File: src/rtl/gpio_pkg.sv
package gpio_pkg;
    localparam int BUS_W = 8;

    typedef enum logic {
        SEL_NARROW = 1'b0,
        SEL_WIDE   = 1'b1
    } port_sel_e;
endpackage

File: src/rtl/gpio_sync.sv
module gpio_sync #(
    parameter int W = 8
) (
    input  logic         clk,
    input  logic         rst,
    input  logic [W-1:0] d,
    output logic [W-1:0] q
);
    logic [W-1:0] stage1_q;
    logic [W-1:0] stage2_q;

    always_ff @(posedge clk) begin
        if (rst) begin
            stage1_q <= '0;
            stage2_q <= '0;
        end else begin
            stage1_q <= d;
            stage2_q <= stage1_q;
        end
    end

    assign q = stage2_q;
endmodule

File: src/rtl/gpio_port_reg.sv
module gpio_port_reg #(
    parameter int           W       = 8,
    parameter logic [W-1:0] POR_VAL = '0
) (
    input  logic         clk,
    input  logic         power_on_rst,
    input  logic         warm_rst,
    input  logic         wr_en,
    input  logic [W-1:0] wdata,
    input  logic         dir_ld,
    input  logic [W-1:0] dir_val,
    output logic [W-1:0] oe,
    output logic [W-1:0] dout
);
    logic [W-1:0] latch_q;
    logic [W-1:0] dir_q;

    // Output latch: power-on loads POR_VAL, warm reset keeps the contents
    always_ff @(posedge clk) begin
        if (power_on_rst) begin
            latch_q <= POR_VAL;
        end else if (wr_en) begin
            latch_q <= wdata;
        end
    end

    // Direction register: forced to all inputs on either reset
    always_ff @(posedge clk) begin
        if (power_on_rst || warm_rst) begin
            dir_q <= '1;
        end else if (dir_ld) begin
            dir_q <= dir_val;
        end
    end

    assign oe   = ~dir_q;
    assign dout = latch_q;


    dir_reset_chk: assert property (@(posedge clk)
        (power_on_rst || warm_rst) |=> (dir_q == '1));


    dir_hold_chk: assert property (@(posedge clk) disable iff (power_on_rst || warm_rst)
        !dir_ld |=> $stable(dir_q));


    latch_hold_chk: assert property (@(posedge clk) disable iff (power_on_rst)
        (!wr_en && !warm_rst) |=> $stable(latch_q));


    warm_keep_chk: assert property (@(posedge clk) disable iff (power_on_rst)
        warm_rst |=> $stable(latch_q));
endmodule

File: src/rtl/gpio_port_ctrl.sv
module gpio_port_ctrl
    import gpio_pkg::*;
#(
    parameter int               NARROW_W      = 4,
    parameter int               WIDE_W        = 8,
    parameter logic [BUS_W-1:0] NARROW_ADDR   = 8'h05,
    parameter logic [BUS_W-1:0] WIDE_ADDR     = 8'h06,
    parameter logic [BUS_W-1:0] LATCH_POR_VAL = 8'hA5
) (
    input  logic                clk,
    input  logic                power_on_rst,
    input  logic                warm_rst,
    input  logic [BUS_W-1:0]    bus_addr,
    input  logic                bus_wr,
    input  logic [BUS_W-1:0]    bus_wdata,
    output logic [BUS_W-1:0]    bus_rd_data,
    input  logic                dir_load,
    input  logic                dir_sel,
    input  logic [BUS_W-1:0]    work_reg,
    input  logic [NARROW_W-1:0] pin_in_a,
    input  logic [WIDE_W-1:0]   pin_in_b,
    output logic [NARROW_W-1:0] pad_oe_a,
    output logic [NARROW_W-1:0] pad_out_a,
    output logic [WIDE_W-1:0]   pad_oe_b,
    output logic [WIDE_W-1:0]   pad_out_b
);
    localparam int PAD_A = BUS_W - NARROW_W;
    localparam int PAD_B = BUS_W - WIDE_W;

    logic                any_rst;
    logic                wr_a, wr_b, ld_a, ld_b;
    logic [NARROW_W-1:0] sync_a;
    logic [WIDE_W-1:0]   sync_b;
    port_sel_e           sel;

    assign any_rst = power_on_rst || warm_rst;
    assign sel     = port_sel_e'(dir_sel);
    assign wr_a    = bus_wr && (bus_addr == NARROW_ADDR);
    assign wr_b    = bus_wr && (bus_addr == WIDE_ADDR);
    assign ld_a    = dir_load && (sel == SEL_NARROW);
    assign ld_b    = dir_load && (sel == SEL_WIDE);

    gpio_port_reg #(.W(NARROW_W), .POR_VAL(LATCH_POR_VAL[NARROW_W-1:0])) u_port_a (
        .clk(clk), .power_on_rst(power_on_rst), .warm_rst(warm_rst),
        .wr_en(wr_a), .wdata(bus_wdata[NARROW_W-1:0]),
        .dir_ld(ld_a), .dir_val(work_reg[NARROW_W-1:0]),
        .oe(pad_oe_a), .dout(pad_out_a)
    );

    gpio_port_reg #(.W(WIDE_W), .POR_VAL(LATCH_POR_VAL[WIDE_W-1:0])) u_port_b (
        .clk(clk), .power_on_rst(power_on_rst), .warm_rst(warm_rst),
        .wr_en(wr_b), .wdata(bus_wdata[WIDE_W-1:0]),
        .dir_ld(ld_b), .dir_val(work_reg[WIDE_W-1:0]),
        .oe(pad_oe_b), .dout(pad_out_b)
    );

    gpio_sync #(.W(NARROW_W)) u_sync_a (.clk(clk), .rst(any_rst), .d(pin_in_a), .q(sync_a));
    gpio_sync #(.W(WIDE_W))   u_sync_b (.clk(clk), .rst(any_rst), .d(pin_in_b), .q(sync_b));

    // Read path: zero-extend each port's synchronized pins to the bus width
    logic [BUS_W-1:0] ext_a, ext_b;
    generate
        if (PAD_A > 0) begin : g_ext_a
            assign ext_a = {{PAD_A{1'b0}}, sync_a};
        end else begin : g_full_a
            assign ext_a = sync_a;
        end
        if (PAD_B > 0) begin : g_ext_b
            assign ext_b = {{PAD_B{1'b0}}, sync_b};
        end else begin : g_full_b
            assign ext_b = sync_b;
        end
    endgenerate

    always_comb begin
        if (bus_addr == NARROW_ADDR) begin
            bus_rd_data = ext_a;
        end else if (bus_addr == WIDE_ADDR) begin
            bus_rd_data = ext_b;
        end else begin
            bus_rd_data = '0;
        end
    end


    narrow_upper_zero_chk: assert property (@(posedge clk)
        (bus_addr == NARROW_ADDR) |-> (bus_rd_data[BUS_W-1:NARROW_W] == '0));
endmodule

File: config.mk
export PLATFORM = sky130hd
export DESIGN_NAME = gpio_port_ctrl
export DESIGN_NICKNAME = d
export VERILOG_FILES = /design/src/rtl/gpio_pkg.sv /design/src/rtl/gpio_sync.sv /design/src/rtl/gpio_port_reg.sv /design/src/rtl/gpio_port_ctrl.sv
export SDC_FILE = /design/constraint.sdc
export NUM_CORES = 1
export LEC_CHECK = 0
export ABC_AREA = 1
export BUFFER_PORTS_ARGS = -buffer_cell sky130_fd_sc_hd__buf_2
export CAP_MARGIN = 20
export CORE_MARGIN = 1
export CORE_UTILIZATION = 53
export CTS_BUF_LIST = sky130_fd_sc_hd__clkbuf_2 sky130_fd_sc_hd__clkbuf_4 sky130_fd_sc_hd__clkbuf_8
export CTS_CLUSTER_DIAMETER = 100
export CTS_CLUSTER_SIZE = 24
export DETAILED_ROUTE_END_ITERATION = 6
export PLACE_DENSITY = 0.88
export SLEW_MARGIN = 15
export SYNTH_ARGS = -nofsm -noshare
export SYNTH_HDL_FRONTEND = slang
export SYNTH_SLANG_ARGS = --single-unit
File: constraint.sdc
create_clock -name clk -period 2.3 [get_ports clk]
set_input_delay 0.345 -clock clk [delete_from_list [all_inputs] [get_ports clk]]
set_output_delay 0.345 -clock clk [all_outputs]
set_load 0.05 [all_outputs]
==> metrics.txt <==
IO buf count=73; Worst Setup End Kind=primary output; post-CTS setup buffers=0; Slowest-stage cell, CP=nor2_4; # rows=21; Seq/Total Area, Yosys=0.519; CTS root buf=clkbuf_4; Post-Synthesis Cell Area=roughly 0.0019 mm2; final hold viol count=0; Crit Path Class=primary input to primary output; worst path required time=roughly 2 ns; Max-Cap Viols=0; Distinct cells, synth=15; H-tree depth=2; Die X=about 61 um; WP data arrival=between 1 and 1.5 ns; worst hold path startpoint=pin_in_b[1]; top cells by count, synth=inv_1 (62), dfxtp_1 (48), nand2_1 (45); final worst path period need=1.81 ns; xor/xnor share of the synthesized area=0; Synth top area share=0.519; CTS Hold Buffers Added=0; Final TNS setup=0 ns; Clock Tree Buf Depth=2; Worst Tran Pin Value=a little over 0.6 ns; Post-synth EDFFs=0; CP delay by family, top=simple AND/OR/NAND/NOR gates; Max Freq=551 MHz; final worst setup slack=between 0.4 and 0.5 ns; Antenna diodes=0; final-layout fill cell count=just under 300; status=finished clean; Crit path buffers/inverters=3; RR Startpoint=u_port_b.dout[1]$_SDFFE_PP0P_; CP dominant cell by count=buf_2; RD Place Congestion=around 0.8; DR iter-0 viols=around 110; worst hold slack=0.190 ns; final net count=about 360; vias in the first global route=between 1k and 1.5k; TritonCTS clock tree=yes; Synth Area in Simple Gates=0.278; die height=between 60 and 70 um; Tot GR Track Use=0.194; CP peak stage delay=0.31 ns; # resized after CTS=0; worst hold path class=primary input to flip-flop; Clk pin slew, worst setup/hold paths=0.12 ns; antenna violations before repair=0; top cells by area, synth=dfxtp_1 (52%), inv_1 (13%), nand2_1 (9.1%); Syn-to-layout area delta=27.8%; syn nets=between 200 and 300; wire per inst=8.95 um; DR pass1 iterations=4; vias after detailed routing=approximately 1.6k; final cell count without fillers=368; Slew Limit Fails=0; area fraction in compound gates after synthesis=0.0486; total wire length=about 3.3 mm; cell taking the most area after synthesis=dfxtp_1; I/O pin count=74; Reg2Reg Setup Slack=1.67 ns; Via density=approximately 4.3; Synth Instances=between 200 and 250; Residual DRC=0; final setup violation count=0; Final ANT Viol Nets=0; synth warn=0; first-pass GRT wire length=5.31 mm; number of synthesized register bits=48; GRT overflow=0; skew final=0.00327 ns; Synth Flop Type=dfxtp_1; Mean Syn Cell Area=7.50 um2; area of the core=roughly 0.0033 mm2; main combinational cell family by area after synthesis=simple AND/OR/NAND/NOR gates; share of layout cells above drive strength 1=0.304; Startpoint Class=primary input; Synth Area in Adders=0; WP depth=7; Pwr per Cell Area=713 mW/mm2; detailed placement HPWL=approximately 2.4 mm; top-count cell post-synth=inv_1; worst hold stages=3; Place WS=about 0.48 ns; cells along the critical path=buf_2 -> nor2_1 -> nand2_2 -> nor2_4 -> inv_2 -> nor2_2 -> buf_2; Leakage=approximately 0.0013 uW; R2R Path End=u_port_b.dout[1]$_SDFFE_PP0P_; max-slew headroom at the worst pin=0.593; unrepaired setup endpoints after global routing=false; Reg2Reg Depth=4; maximum vdd drop=0.544 mV; Sink Count=48; Worst-Skew Late Latency=about 0.34 ns; placed cell count=360; Num CTS Buffers=5; Max FO, Critical Path=13; die area=around 0.0037 mm2; ys async rst share=0; post-synthesis mux area share=0; largest net degree at the start of global routing=25; Worst Hold Endpoint=u_sync_b.stage1_q[1]$_SDFF_PP0_; Starting Density=0.555; fin crit share=0.789
[where the power goes]
group | total [uW] | internal (uW) | switching (uW) | leakage (uW)
Clock | 695 | 448 | 248 | 0.0000654
Combinational | 137 | 48.5 | 88.6 | 0.000852
Sequential | 855 | 850 | 4.43 | 0.000391
[worst max-delay path by stage]
stage	start	end	slack, ns
CTS	bus_addr[7]	bus_rd_data[4]	0.48
global placement	bus_addr[7]	bus_rd_data[6]	0.53
finish	bus_addr[7]	bus_rd_data[4]	0.49
detailed placement	bus_addr[7]	bus_rd_data[4]	0.48
floorplan	bus_addr[7]	bus_rd_data[4]	0.64
global route	bus_addr[7]	bus_rd_data[4]	0.34
[cell usage in the layout (no fill, tap or decap), types with 2 or more instances in the layout]
| master | count |
|---|---|
| nor2_1 | 37 |
| o211ai_1 | 12 |
| nand3_1 | 20 |
| nand2_2 | 3 |
| bufinv_16 | 3 |
| clkbuf_4 | 5 |
| nor2_4 | 2 |
| nor2_2 | 6 |
| dfxtp_1 | 48 |
| inv_2 | 3 |
| nand2_1 | 45 |
| buf_2 | 73 |
| inv_1 | 62 |
[through the flow]
| step | util | cell area (um2) | power [uW] |
|---|---|---|---|
| 2_1_floorplan | - | 1850 | 958 |
| 3_3_place_gp | 0.671 | 2240 | 1010 |
| 3_5_place_dp | 0.671 | 2240 | 1010 |
| 4_1_cts | 0.709 | 2370 | 1710 |
| 5_1_grt | 0.709 | 2370 | 1760 |
| 6_report | 0.709 | 2370 | 1690 |
[worst min-delay path, stage by stage]
cell and delay (ns):
buf_2 0.09, inv_1 0.04, nor2_1 0.03
[logic make-up after synthesis]
kind of cell | count (synthesis)
and+or+nand+nor | 115
buffers and inverters | 72
DFF | 48
AOI/OAI and AO/OA | 12
[metal layers]
layer | track usage | share of wire | vias to the layer above
li1 | - | - | 868
met1 | 0.233 | 0.43 | 664
met2 | 0.314 | 0.49 | 51
met3 | 0.0609 | 0.060 | 6
met4 | 0.101 | 0.020 | 0
met5 | 0 | 0 | -
[area by class of cell]
type                       instances  area, um2  share of cell area
clock buffer                       5       37.5              0.0159
clock inverter                     3       90.1              0.0381
inverter                          65        244               0.103
multi-input combinational        127        604               0.255
sequential                        48        961               0.406
tap                               46       57.6              0.0243
timing repair buffer              74        373               0.158
[state kept, by name, indices dropped and copies added (netlist names)]
| name | count |
|---|---|
| u_port_b.dir_q | 8 |
| u_port_b.dout | 8 |
| u_sync_b.q | 8 |
| u_sync_b.stage1_q | 8 |
| u_port_a.dir_q | 4 |
| u_port_a.dout | 4 |
| u_sync_a.q | 4 |
| u_sync_a.stage1_q | 4 |
No activity file was read; power rests on OpenSTA's default activity.
